==> config.mk <==
export PLATFORM = sky130hd
export DESIGN_NAME = bus_exchanger
export DESIGN_NICKNAME = d
export VERILOG_FILES = /design/src/rtl/bx_pkg.sv /design/src/rtl/bx_ctrl_sync.sv /design/src/rtl/bx_lane_reg.sv /design/src/rtl/bx_return_path.sv /design/src/rtl/bus_exchanger.sv
export SDC_FILE = /design/constraint.sdc
export NUM_CORES = 1
export LEC_CHECK = 0
export ABC_AREA = 1
export BUFFER_PORTS_ARGS = -buffer_cell sky130_fd_sc_hd__buf_2
export CORE_UTILIZATION = 45
export CTS_BUF_LIST = sky130_fd_sc_hd__clkbuf_4
export DETAILED_ROUTE_END_ITERATION = 7
export PLACE_DENSITY = 0.83
export SLEW_MARGIN = 20
export SYNTH_ARGS = -nofsm -noshare
export SYNTH_HDL_FRONTEND = slang
export SYNTH_HIERARCHICAL = 1
export SYNTH_SLANG_ARGS = --single-unit
==> constraint.sdc <==
create_clock -name clk -period 1.1 [get_ports clk]
set_input_delay 0.11 -clock clk [delete_from_list [all_inputs] [get_ports clk]]
set_output_delay 0.11 -clock clk [all_outputs]
set_load 0.005 [all_outputs]
==> src/rtl/bx_pkg.sv <==
package bx_pkg;

  typedef enum logic {
    SRC_LANE1 = 1'b0,
    SRC_LANE2 = 1'b1
  } src_e;

  typedef struct packed {
    src_e       pick;
    logic [1:0] ld_n;
    logic       a_oe_n;
    logic [1:0] b_oe_n;
  } ctrl_t;

  localparam ctrl_t CTRL_IDLE = '{pick: SRC_LANE1, ld_n: 2'b11, a_oe_n: 1'b1, b_oe_n: 2'b11};

  function automatic logic drive_of(input logic oe_n);
    return ~oe_n;
  endfunction

endpackage

==> src/rtl/bx_ctrl_sync.sv <==
module bx_ctrl_sync
  import bx_pkg::*;
(
  input  logic  clk,
  input  logic  rst,
  input  ctrl_t ctrl_d,
  output ctrl_t ctrl_q
);

  always_ff @(posedge clk) begin
    if (rst) ctrl_q <= CTRL_IDLE;
    else     ctrl_q <= ctrl_d;
  end

endmodule

==> src/rtl/bx_lane_reg.sv <==
module bx_lane_reg #(
  parameter int W = 12
) (
  input  logic         clk,
  input  logic         rst,
  input  logic         ld_n,
  input  logic [W-1:0] d,
  output logic [W-1:0] q
);

  logic load_ev;
  assign load_ev = ~ld_n;

  always_ff @(posedge clk) begin
    if (rst)          q <= '0;
    else if (load_ev) q <= d;
  end


  lane_hold_chk: assert property (@(posedge clk) disable iff (rst)
    ld_n |=> $stable(q));


  lane_load_chk: assert property (@(posedge clk) disable iff (rst)
    load_ev |=> (q == $past(d)));

endmodule

==> src/rtl/bx_return_path.sv <==
module bx_return_path
  import bx_pkg::*;
#(
  parameter int W = 12
) (
  input  logic         clk,
  input  logic         rst,
  input  src_e         src,
  input  logic [W-1:0] from1,
  input  logic [W-1:0] from2,
  output logic [W-1:0] q
);

  function automatic logic [W-1:0] pick_word(input src_e s, input logic [W-1:0] w1,
                                             input logic [W-1:0] w2);
    return (s == SRC_LANE2) ? w2 : w1;
  endfunction

  logic [W-1:0] picked;
  assign picked = pick_word(src, from1, from2);

  always_ff @(posedge clk) begin
    if (rst) q <= '0;
    else     q <= picked;
  end


  a_src_chk: assert property (@(posedge clk) disable iff (rst)
    !$past(rst) |-> (q == (($past(src) == SRC_LANE2) ? $past(from2) : $past(from1))));

endmodule

==> src/rtl/bus_exchanger.sv <==
module bus_exchanger
  import bx_pkg::*;
#(
  parameter int W = 12
) (
  input  logic         clk,
  input  logic         rst,
  input  logic [W-1:0] a_i,
  input  logic [W-1:0] b1_i,
  input  logic [W-1:0] b2_i,
  input  logic         pick_i,
  input  logic         ld1_n,
  input  logic         ld2_n,
  input  logic         a_oe_n,
  input  logic         b1_oe_n,
  input  logic         b2_oe_n,
  output logic [W-1:0] a_q,
  output logic         a_drv,
  output logic [W-1:0] b1_q,
  output logic         b1_drv,
  output logic [W-1:0] b2_q,
  output logic         b2_drv
);

  localparam int LANES = 2;

  ctrl_t ctrl_d, ctrl_q;
  logic [LANES-1:0][W-1:0] lane_q;
  logic [LANES-1:0]        lane_load;
  logic [LANES-1:0]        lane_drv;

  assign ctrl_d.pick   = src_e'(pick_i);
  assign ctrl_d.ld_n   = {ld2_n, ld1_n};
  assign ctrl_d.a_oe_n = a_oe_n;
  assign ctrl_d.b_oe_n = {b2_oe_n, b1_oe_n};

  bx_ctrl_sync u_ctrl (
    .clk    (clk),
    .rst    (rst),
    .ctrl_d (ctrl_d),
    .ctrl_q (ctrl_q)
  );

  for (genvar i = 0; i < LANES; i++) begin : g_lane
    assign lane_load[i] = ~ctrl_q.ld_n[i];
    assign lane_drv[i]  = drive_of(ctrl_q.b_oe_n[i]);

    bx_lane_reg #(.W(W)) u_lane (
      .clk  (clk),
      .rst  (rst),
      .ld_n (ctrl_q.ld_n[i]),
      .d    (a_i),
      .q    (lane_q[i])
    );
  end

  bx_return_path #(.W(W)) u_ret (
    .clk   (clk),
    .rst   (rst),
    .src   (ctrl_q.pick),
    .from1 (b1_i),
    .from2 (b2_i),
    .q     (a_q)
  );

  assign a_drv  = drive_of(ctrl_q.a_oe_n);
  assign b1_q   = lane_q[0];
  assign b2_q   = lane_q[1];
  assign b1_drv = lane_drv[0];
  assign b2_drv = lane_drv[1];


  a_drv_chk: assert property (@(posedge clk) disable iff (rst)
    !$past(rst) |-> (a_drv == !$past(a_oe_n)));


  b_drv_chk: assert property (@(posedge clk) disable iff (rst)
    !$past(rst) |-> ({b2_drv, b1_drv} == ~$past({b2_oe_n, b1_oe_n})));


  same_word_chk: assert property (@(posedge clk) disable iff (rst)
    (lane_load == 2'b11) |=> (b1_q == b2_q));


  lane2_load_chk: assert property (@(posedge clk) disable iff (rst)
    !ld2_n |=> ##1 (b2_q == $past(a_i)));

endmodule

== After elaboration in Yosys (flattened, before gate mapping) ==
Cells that the tools add are included.

* Register bits after elaboration: 42
* Input port bits: 44
* Word-level logic and storage cells: 11

* Multiplexer cells: 1
* Bitwise logic cells: 3

{| class="wikitable"
|+ Operator list
! kind !! number
|-
| $mux 12 || 1
|-
| $not 1->1 || 3
|}

== Longest topological paths before layout ==
Gate-level depths: netlist of run 1.

* Depth after elaboration: 1
* Gate-level depth with buffers: 4
* Mapped depth without buffers: 4

== By module ==
Netlist of run 1, hierarchy kept.

{| class="wikitable"
|+ Modules (own cells, without submodules)
! module !! instances !! cells an instance !! area an instance (sq um) !! seq. area each (sq um)
|-
| bx_lane_reg || 2 || 76 || 496.7 || 240.2
|-
| bx_return_path || 1 || 76 || 496.7 || 240.2
|-
| bx_ctrl_sync || 1 || 19 || 171.4 || 120.1
|-
| bus_exchanger || 1 || 3 || 11.3 || 0.0
|}

== Worst setup path after synthesis of run 1 ==
No wires, ideal clock.

* Path kind: register to register
* Start point: reg u_ctrl/ctrl_q[3] (netlist name)
* End point: reg g_lane[0].u_lane.q[10]
* Setup time: 0.113 ns
* Arrival: 0.669 ns
* Data required time: 0.987 ns
* Slack: 0.318 ns
* Stages on the path, launching flop included: 5
* Period minus slack after synthesis: 0.782 ns
* Path through: dfxtp_1 buf_6 nand2_1 nand2_1 nor2_1

{| class="wikitable"
|+ RTL lines
! what !! line !! text
|-
| end signal, assigned || bx_lane_reg.sv:15 || <nowiki>if (rst) q <= '0;</nowiki>
|-
| end signal, assigned || bx_lane_reg.sv:16 || <nowiki>else if (load_ev) q <= d;</nowiki>
|-
| end, declared || bx_lane_reg.sv:8 || <nowiki>output logic [W-1:0] q</nowiki>
|}

==> reports/metrics.csv, run 1 <==
stage,metric,value,unit
setup_path,CP startpoint kind,primary input,
worst_hold_path,Worst Hold Launch,a_i[9],
flow_run,Max Cap Viol,0,
worst_hold_path,hold path depth,3,
layout,final instance area,0.00247,mm2
synthesis,YS warnings,6,
placed_design,detailed placer's ending HPWL,2.57,mm
grt,largest net degree at the start of global routing,25,
grt,met1 Use GR,20.1,%
timing,Worst slew margin,76.6,%
timing,fin worst setup slack,0.0504,ns
grt,gr usage total,22.5,%
layout,final net count,407,
pwr,PD cells,1170,mW/mm2
timing,WHS,0.0254,ns
clocking,CTS sink cnt,42,
pwr,Internal Power,2.13,mW
route,DRT Pass-1 Iters,4,
timing,RSZ-0062 raised after global routing,no,
worst_hold_path,HP Class,primary input to register,
pwr,Sw Share,26.3,%
placed_design,area post-placement,0.00212,mm2
synthesis,post-synthesis mux area share,0,%
layout,layout cell share with drive strength beyond 1,25.5,%
floorplan,Die Wd,63.0,um
timing,setup skew after layout,0.0113,ns
synthesis,register bit total from synthesis,42,
setup_path,Critical R2R Capture,u_ret/q[5]$_SDFF_PP0_,
synthesis,largest family of logic cells by synthesized area,simple AND/OR/NAND/NOR gates,
floorplan,core area,0.00344,mm2
grt,first-pass GRT wire length,6.86,mm
synthesis,Yosys cell types,8,
setup_path,crit-path cells,"dlygate4sd3_1, buf_2, clkinvlp_4, nand2_1, nor2_1",
clocking,Worst-path clk slew,0.12,ns
layout,non-filler cells in the finished layout,410,
grt,total gr overflow,0,
clocking,Longest Clk Path Bufs,2,
setup_path,cells on worst reg2reg path,4,
placed_design,GP Congestion,0.734,
route,drc violations,0,
floorplan,row count,21,
layout,fillers,285,
timing,final setup violation count,0,
placed_design,port bufs,82,
setup_path,Critical Path RT,1.34,ns
synthesis,mapped cell area,0.00167,mm2
synthesis,register area share after synthesis,50.3,%
layout,synth-to-layout area growth,47.7,%
synthesis,xor/xnor share of the synthesized area,0,%
grt,Most Crowded Layer GR,met2,
pwr,Logic pwr share,18.7,%
clocking,clock root buffer master,clkbuf_4,
setup_path,Worst Setup Path Type,primary input to register,
synthesis,Synth Area in Simple Gates,33.8,%
timing,Worst-Margin Slew,0.351,ns
clocking,clk_lat worst skew,0.35,ns
layout,area of the multi-input gates,566,um2
grt,met3 Usage GRT,7.85,%
route,Via density,4.26,
setup_path,slowest CP cell,dlygate4sd3_1,
pwr,NetSw,0.763,mW
pwr,Clk pwr share,23.9,%
grt,vias in the first global route,1747,
pwr,Leakage,1.47,nW
floorplan,Vert. Die Dim,63.0,um
clocking,CTS tree,built,
grt,initial antenna violation count,0,
route,DRT Wirelength,4.12,mm
timing,fin crit share,95.4,%
route,DRT antenna net count,0,
timing,max-slew violation count,0,
setup_path,WP data arrival,1.29,ns
placed_design,Post-Place Worst Slack,0.280,ns
pwr,largest vdd supply drop,0.848,mV
route,initial DRC count,69,
timing,Final Hold Vio Count,0,
setup_path,critical path peak fanout,12,
setup_path,Reg2Reg Setup Slack,0.23,ns
timing,max frequency,953,MHz
pwr,power share of the sequential group,57.3,%
floorplan,Die Area,0.00397,mm2
timing,setup TNS,0,ns
synthesis,syn_area_per_cell,6.69,um2
timing,Final min period,1.05,ns
floorplan,IO Pins,83,
clocking,CTS Buf Count,5,
layout,Reg area,841,um2
setup_path,Critical Path Max Stage Delay,0.52,ns
synthesis,Adder-Cell Fraction of Synth Area,0,%
route,via count,1747,
placed_design,placed insts,372,
outcome,status,completed,
setup_path,CP endpoint kind,register,
synthesis,Post-Synthesis Cells,250,
synthesis,Compound-Gate Fraction of Synth Area,0,%
worst_hold_path,Hold Path End,g_lane[1].u_lane/q[9]$_SDFFE_PP0N_,
synthesis,Syn Nets,294,
grt,met2 Use GR,42.5,%
floorplan,Starting Density,48.6,%
clocking,setup bufs post-CTS,0,
clocking,# H-tree levels,2,
layout,ANT cells,0,
setup_path,reg2reg start,u_ctrl/ctrl_q[5]$_SDFF_PP0_,
route,WL/cell,10.1,um
## sequential cells by signal (all words and copies together), names as in the netlist
register         cells
g_lane.u_lane/q     24
u_ret/q             12
u_ctrl/ctrl_q        6
## worst max-delay path by stage
stage / from / to / slack [ns]
5_1_grt: rst / g_lane[0].u_lane/q[10]$_SDFFE_PP0N_ / 0.02
6_report: rst / u_ret/q[5]$_SDFF_PP0_ / 0.05
4_1_cts: rst / u_ret/q[3]$_SDFF_PP0_ / 0.13
3_5_place_dp: u_ctrl/ctrl_q[3]$_SDFF_PP1_ / g_lane[0].u_lane/q[6]$_SDFFE_PP0N_ / 0.28
2_1_floorplan: u_ctrl/ctrl_q[3]$_SDFF_PP1_ / g_lane[0].u_lane/q[10]$_SDFFE_PP0N_ / 0.32
3_3_place_gp: u_ctrl/ctrl_q[3]$_SDFF_PP1_ / g_lane[0].u_lane/q[1]$_SDFFE_PP0N_ / 0.31
## metal layers
| metal | up-vias | part of all wire (%) |
|---|---|---|
| met5 | - | 0 |
| met3 | 14 | 6.5 |
| met2 | 62 | 53 |
| li1 | 924 | - |
| met1 | 747 | 38 |
| met4 | 0 | 3.0 |
## critical path: cells and delay by family
kind	cells	cell delay [ns]
buffers and inverters	3	0.95
and+or+nand+nor	2	0.22
## per-stage QoR
step                      util [%]  power [mW]
after floorplan                  -        1.93
after global placement        61.5        2.13
after detailed placement      61.5        2.14
after CTS                     71.7        2.91
after global routing          71.8        3.09
final                         71.8        2.90
## kinds of logic (layout without fill, tap and decap cells)
| family | Yosys count | in the layout |
|---|---|---|
| simple gates | 150 | 150 |
| buf+inv | 58 | 172 |
| flops | 42 | 42 |
## synth_stat cells, drive strengths merged
cell type	instances	share of area (%)
nand2	77	17
buf	9	4.9
inv	49	11
dfxtp	42	50
nor2	73	16
## layout by cell type, fill, tap and decap left out, drive strengths merged
cell type,n
buf,85
nand2,77
dlygate4sd3,30
clkinv,3
dfxtp,42
nor2,73
clkinvlp,1
inv,48
clkbuf,5
## power groups by stage
stage	clock network, mW	logic, mW	registers, mW
floorplan	0	0.223	1.71
global placement	0	0.437	1.69
detailed placement	0	0.447	1.70
CTS	0.718	0.531	1.66
global route	0.811	0.604	1.68
finish	0.694	0.542	1.66
## what timing repair did
action                                  CTS  global route
endpoints found under the setup margin    0             1
hold buffers                             30             0
resized for setup                         0             1
endpoints found under the hold margin    35             0
## final cells by class
class                      count  share of cell area [%]
clock buffer                   5                    1.52
multi-input combinational    150                    22.9
inverter                      49                    7.59
clock inverter                 3                   0.456
tap                           46                    2.33
sequential                    42                    34.0
timing repair buffer         115                    31.2
Power figures use the tool's default switching activity.
==> run 2: changes to the inputs <==
- CORE_ASPECT_RATIO: not set -> 1.1
- CORE_UTILIZATION: 45 -> 42
- CTS_BUF_LIST: sky130_fd_sc_hd__clkbuf_4 -> sky130_fd_sc_hd__clkbuf_8
- PLACE_DENSITY: 0.83 -> 0.81
- clock period: 1.1 -> 0.9 ns (I/O delays scaled with it)
==> reports/metrics.csv, run 2 (synthesis gave the netlist of run 1 again) <==
stage,metric,value,unit,change
outcome,status,completed,,
clocking,clock root buffer master,clkbuf_8,,
route,via count,1634,,-6.5%
grt,first-pass GRT wire length,6.09,mm,-11%
setup_path,slowest CP cell,dfxtp_1,,
timing,Final Hold Vio Count,0,,unchanged
pwr,Clk pwr share,36.5,%,+13 points
grt,initial antenna violation count,0,,unchanged
placed_design,area post-placement,0.00213,mm2,+0.59%
floorplan,Die Wd,62.2,um,-1.3%
pwr,Leakage,1.41,nW,-4.1%
setup_path,Critical Path RT,0.81,ns,-0.53 ns
setup_path,Worst Path Buf+Inv,1,,-2
worst_hold_path,HP Class,primary input to register,,
route,Via density,4.19,,-1.7%
floorplan,core area,0.00371,mm2,+7.9%
clocking,CTS Buf Count,5,,unchanged
setup_path,crit-path cells,buf_2,,
layout,ANT cells,0,,unchanged
clocking,Longest Clk Path Bufs,2,,unchanged
timing,Final min period,0.861,ns,
layout,final instance area,0.00231,mm2,-6.7%
route,DRT antenna net count,0,,unchanged
timing,max-slew violation count,0,,unchanged
layout,"Most flops, register",g_lane.u_lane/q,,
timing,WHS,0.0131,ns,-0.0123 ns
timing,Worst-Margin Slew,0.378,ns,+0.0268 ns
pwr,Logic pwr share,13.9,%,-4.8 points
setup_path,CP startpoint kind,register,,
timing,setup skew after layout,0.0100,ns,-0.00122 ns
timing,fin crit share,95.7,%,
timing,Worst slew margin,74.8,%,-1.8 points
route,DRT Wirelength,3.62,mm,-12%
setup_path,critical path peak fanout,2,,-10
route,initial DRC count,106,,+54%
placed_design,detailed placer's ending HPWL,2.61,mm,+1.6%
layout,synth-to-layout area growth,37.8,%,
layout,max reg flops,24,,unchanged
clocking,setup bufs post-CTS,0,,unchanged
layout,final net count,384,,-5.7%
flow_run,Max Cap Viol,0,,unchanged
timing,final setup violation count,0,,unchanged
placed_design,Post-Place Worst Slack,0.102,ns,-0.178 ns
route,drc violations,0,,unchanged
layout,layout cell share with drive strength beyond 1,28.5,%,+3.0 points
layout,"commonest non-fill, non-tap cell in the layout",buf_2,,
pwr,largest vdd supply drop,1.06,mV,+25%
grt,gr usage total,18.6,%,-3.9 points
floorplan,IO Pins,83,,unchanged
pwr,Internal Power,3.15,mW,+48%
route,WL/cell,9.29,um,-7.6%
placed_design,port bufs,82,,unchanged
pwr,Sw Share,23.2,%,-3.2 points
setup_path,Critical Path Max Stage Delay,0.36,ns,-0.16 ns
route,DRT Pass-1 Iters,4,,unchanged
layout,biggest regs,"g_lane.u_lane/q: 24 flops, u_ret/q: 12 flops, u_ctrl/ctrl_q: 6 flops",,
clocking,CTS sink cnt,42,,unchanged
timing,max frequency,1160,MHz,
clocking,Worst-path clk slew,0.08,ns,-0.04 ns
floorplan,row count,23,,+9.5%
clocking,clk_lat worst skew,0.29,ns,-0.06 ns
floorplan,Vert. Die Dim,68.2,um,+8.3%
grt,vias in the first global route,1456,,-17%
floorplan,Starting Density,45.1,%,-3.5 points
grt,total gr overflow,0,,unchanged
pwr,PD cells,1780,mW/mm2,+52%
grt,largest net degree at the start of global routing,25,,unchanged
pwr,total power,4.10,mW,+42%
placed_design,GP Congestion,0.783,,+6.6%
floorplan,Die Area,0.00424,mm2,+6.9%
timing,RSZ-0062 raised after global routing,no,,
clocking,# H-tree levels,2,,unchanged
layout,most frequent cells in the layout,"buf_2, nand2_1, nor2_1, inv_1, dfxtp_1",,
timing,setup TNS,0,ns,unchanged
setup_path,WP data arrival,0.77,ns,-0.52 ns
setup_path,Worst Setup Path Type,register to output port,,
timing,fin worst setup slack,0.0388,ns,-0.0116 ns
pwr,power share of the sequential group,49.6,%,-7.7 points
clocking,CTS tree,built,,
pwr,NetSw,0.951,mW,+25%
setup_path,Top delay family on crit path,flip-flops,,
setup_path,CP endpoint kind,output port,,
run 2: what timing repair did:
| action | CTS | global route |
|---|---|---|
| endpoints found under the hold margin | 6 | 0 |
| hold buffers | 6 | 0 |
| setup endpoints to repair | 0 | 2 |
| resized for setup | 0 | 2 |
run 2: per-stage QoR:
stage	utilization [%]	std cells
after global placement	57.4	377
after CTS	62.0	390
after floorplan	-	250
after global routing	62.1	390
after detailed placement	57.4	377
final	62.1	390
run 2: path summary, 6_finish.rpt:
kind / to / cells past startpoint / slack [ns] / startpoint
worst max-delay path: b2_q[7] / 1 / 0.04 / g_lane[1].u_lane/q[7]$_SDFFE_PP0N_
worst min-delay path: u_ret/q[6]$_SDFF_PP0_ / 3 / 0.01 / b1_i[6]
worst max register to register: u_ret/q[4]$_SDFF_PP0_ / 4 / 0.10 / u_ctrl/ctrl_q[5]$_SDFF_PP0_
worst min register to register: g_lane[0].u_lane/q[1]$_SDFFE_PP0N_ / 4 / 0.51 / g_lane[0].u_lane/q[1]$_SDFFE_PP0N_
run 2: cell type report:
| class | instances | area (um2) |
|---|---|---|
| multi-input combinational | 150 | 566 |
| tap | 50 | 62.6 |
| fill | 323 | 1410 |
| inverter | 49 | 184 |
| clock inverter | 1 | 30.0 |
| clock buffer | 6 | 82.6 |
| sequential | 42 | 843 |
| timing repair buffer | 92 | 538 |
run 2: tightest hold or removal path: cells and delay by family:
family        cells  cell delay [ns]
buf+inv           1             0.08
simple gates      2             0.11
run 2: per-layer routing:
layer	vias up	wire (um)	track usage, %
met5	-	0	0
met4	0	53	7.27
met3	4	254	5.83
met2	61	1770	33.0
met1	696	1540	21.3
li1	873	-	-
run 2: power by group through the flow:
stage / Combinational [mW] / Sequential (mW) / Clock (mW)
global placement: 0.536 / 2.07 / 0
global route: 0.653 / 2.05 / 1.64
finish: 0.571 / 2.03 / 1.50
detailed placement: 0.549 / 2.08 / 0
CTS: 0.573 / 2.03 / 1.54
floorplan: 0.273 / 2.09 / 0
==> run 3: changes to the inputs <==
- CORE_UTILIZATION: 42 -> 40
- CTS_BUF_LIST: sky130_fd_sc_hd__clkbuf_8 -> not set
- PLACE_DENSITY: 0.81 -> 0.78
==> reports/metrics.csv, run 3 (synthesis gave the netlist of run 1 again) <==
stage,metric,value,unit,change
setup_path,Critical R2R Capture,u_ret/q[6]$_SDFF_PP0_,,
floorplan,core area,0.00399,mm2,+7.6%
setup_path,Worst Setup Path Type,register to output port,,
pwr,Sw Share,25.1,%,+2.0 points
route,WL/cell,9.05,um,-2.7%
placed_design,detailed placer's ending HPWL,2.55,mm,-2.3%
pwr,PD cells,1670,mW/mm2,-5.9%
setup_path,crit path to,b1_drv,,
floorplan,row count,24,,+4.3%
clocking,CTS tree,built,,
placed_design,area post-placement,0.00215,mm2,+0.70%
timing,setup skew after layout,0.00496,ns,-0.00507 ns
setup_path,reg2reg start,u_ctrl/ctrl_q[5]$_SDFF_PP0_,,
setup_path,Reg2Reg Setup Slack,0.10,ns,about the same
clocking,Longest Clk Path Bufs,2,,unchanged
floorplan,Vert. Die Dim,69.8,um,+2.4%
timing,fin crit share,97.2,%,+1.5 points
clocking,setup bufs post-CTS,0,,unchanged
worst_hold_path,HP Class,primary input to register,,
clocking,clk_lat worst skew,0.29,ns,about the same
timing,Worst slew margin,76.5,%,+1.7 points
timing,Final min period,0.875,ns,+0.0136 ns
layout,synth-to-layout area growth,37.7,%,
setup_path,critical path peak fanout,1,,-1
timing,setup TNS,0,ns,unchanged
layout,non-filler cells in the finished layout,393,,+0.77%
layout,layout cell share with drive strength beyond 1,29.0,%,+0.50 points
setup_path,Worst Path Buf+Inv,2,,+1
pwr,Logic pwr share,15.0,%,+1.1 points
setup_path,WP depth,2,,+1
setup_path,crit-path cells,"inv_1, buf_2",,
floorplan,Starting Density,41.9,%,-3.2 points
setup_path,CP endpoint kind,output port,,
setup_path,Top delay family on crit path,flip-flops,,
route,DRT Wirelength,3.56,mm,-1.9%
timing,Final Hold Vio Count,0,,unchanged
timing,Worst-Margin Slew,0.353,ns,-0.0248 ns
setup_path,Critical Path Max Stage Delay,0.33,ns,-0.03 ns
placed_design,port bufs,82,,unchanged
layout,"commonest non-fill, non-tap cell in the layout",buf_2,,
setup_path,slowest CP cell,dfxtp_1,,
clocking,# H-tree levels,2,,unchanged
flow_run,Max Cap Viol,0,,unchanged
outcome,status,completed,,
setup_path,crit path from,u_ctrl/ctrl_q[0]$_SDFF_PP1_,,
setup_path,WP data arrival,0.78,ns,about the same
placed_design,GP Congestion,0.747,,-4.5%
route,drc violations,0,,unchanged
floorplan,Die Wd,63.7,um,+2.4%
grt,vias in the first global route,1427,,-2.0%
layout,"Most flops, register",g_lane.u_lane/q,,
route,initial DRC count,76,,-28%
layout,max reg flops,24,,unchanged
clocking,CTS sink cnt,42,,unchanged
grt,largest net degree at the start of global routing,25,,unchanged
route,DRT Pass-1 Iters,4,,unchanged
clocking,clock root buffer master,clkbuf_8,,
grt,first-pass GRT wire length,5.95,mm,-2.2%
layout,final net count,384,,unchanged
pwr,largest vdd supply drop,1.16,mV,+9.2%
floorplan,Die Area,0.00445,mm2,+4.8%
layout,ANT cells,0,,unchanged
pwr,Clk pwr share,32.3,%,-4.2 points
timing,max frequency,1140,MHz,-1.6%
clocking,CTS Buf Count,5,,unchanged
route,via count,1614,,-1.2%
layout,most frequent cells in the layout,"buf_2, nand2_1, nor2_1, inv_1, dfxtp_1",,
setup_path,cells on worst reg2reg path,4,,unchanged
layout,final instance area,0.00230,mm2,-0.11%
setup_path,Critical Path RT,0.81,ns,about the same
grt,initial antenna violation count,0,,unchanged
route,Via density,4.11,,-2.0%
timing,max-slew violation count,0,,unchanged
pwr,Internal Power,2.89,mW,-8.4%
floorplan,IO Pins,83,,unchanged
layout,biggest regs,"g_lane.u_lane/q: 24 flops, u_ret/q: 12 flops, u_ctrl/ctrl_q: 6 flops",,
pwr,NetSw,0.968,mW,+1.9%
pwr,power share of the sequential group,52.7,%,+3.1 points
timing,final setup violation count,0,,unchanged
pwr,Leakage,1.40,nW,-0.58%
pwr,total power,3.86,mW,-6.0%
grt,total gr overflow,0,,unchanged
setup_path,CP startpoint kind,register,,
route,DRT antenna net count,0,,unchanged
clocking,Worst-path clk slew,0.08,ns,about the same
grt,gr usage total,17.3,%,-1.3 points
placed_design,placed insts,379,,+0.53%
run 3: cell types whose count changed in the layout (fill, tap and decap cells not counted), sizes merged:
cell and delta:
clkinv +1, clkinvlp +1, bufinv -1
run 3: worst reg2reg max path: cells and delay by family (launching register included):
kind	cells	cell delay, ns
simple gates	3	0.17
buf+inv	1	0.16
flops	1	0.37
run 3: area by class of cell:
cell class	count	area (um2)
multi-input cells	150	566
repair buffers	92	551
clock inverters	2	12.5
flip-flops and latches	42	843
well taps	52	65.1
fillers	395	1690
inverters	49	184
clock buffers	6	82.6
run 3: metrics by stage:
step | hold WS [ns] | setup WS, ns | util (%)
floorplan | 0.161 | 0.118 | -
global placement | 0.267 | 0.115 | 53.7
detailed placement | 0.271 | 0.0682 | 53.7
CTS | 0.00134 | 0.0335 | 57.6
global route | 0.00905 | -0.000738 | 57.7
finish | 0.0102 | 0.0252 | 57.7
run 3: power by group through the flow:
stage | Clock, mW | Sequential [mW] | Combinational [mW]
global route | 1.38 | 2.05 | 0.662
global placement | 0 | 2.07 | 0.548
floorplan | 0 | 2.09 | 0.273
detailed placement | 0 | 2.07 | 0.558
CTS | 1.30 | 2.03 | 0.580
finish | 1.25 | 2.03 | 0.577
run 3: worst min path at each step:
stage / startpoint / end / slack (ns) / cells past startpoint
after floorplan: rst / u_ctrl/ctrl_q[5]$_SDFF_PP0_ / 0.16 / 1
after global placement: b1_oe_n / u_ctrl/ctrl_q[0]$_SDFF_PP1_ / 0.27 / 3
after detailed placement: ld1_n / u_ctrl/ctrl_q[3]$_SDFF_PP1_ / 0.27 / 3
after CTS: b1_i[0] / u_ret/q[0]$_SDFF_PP0_ / 0.001 / 3
after global routing: b1_i[9] / u_ret/q[9]$_SDFF_PP0_ / 0.009 / 3
final: b1_i[0] / u_ret/q[0]$_SDFF_PP0_ / 0.01 / 3
run 3: what timing repair did:
action,CTS,global route
gates resized for setup,0,3
hold endpoints to repair,6,0
endpoints found under the setup margin,0,6
hold buffers,6,0
run 3: routing by layer:
layer  wire (um)  GRT usage [%]  part of all wire, %
met1        1500           19.0                   42
met2        1650           29.1                   47
met3         339           7.73                  9.5
met4          57           6.06                  1.6
met5           0              0                    0
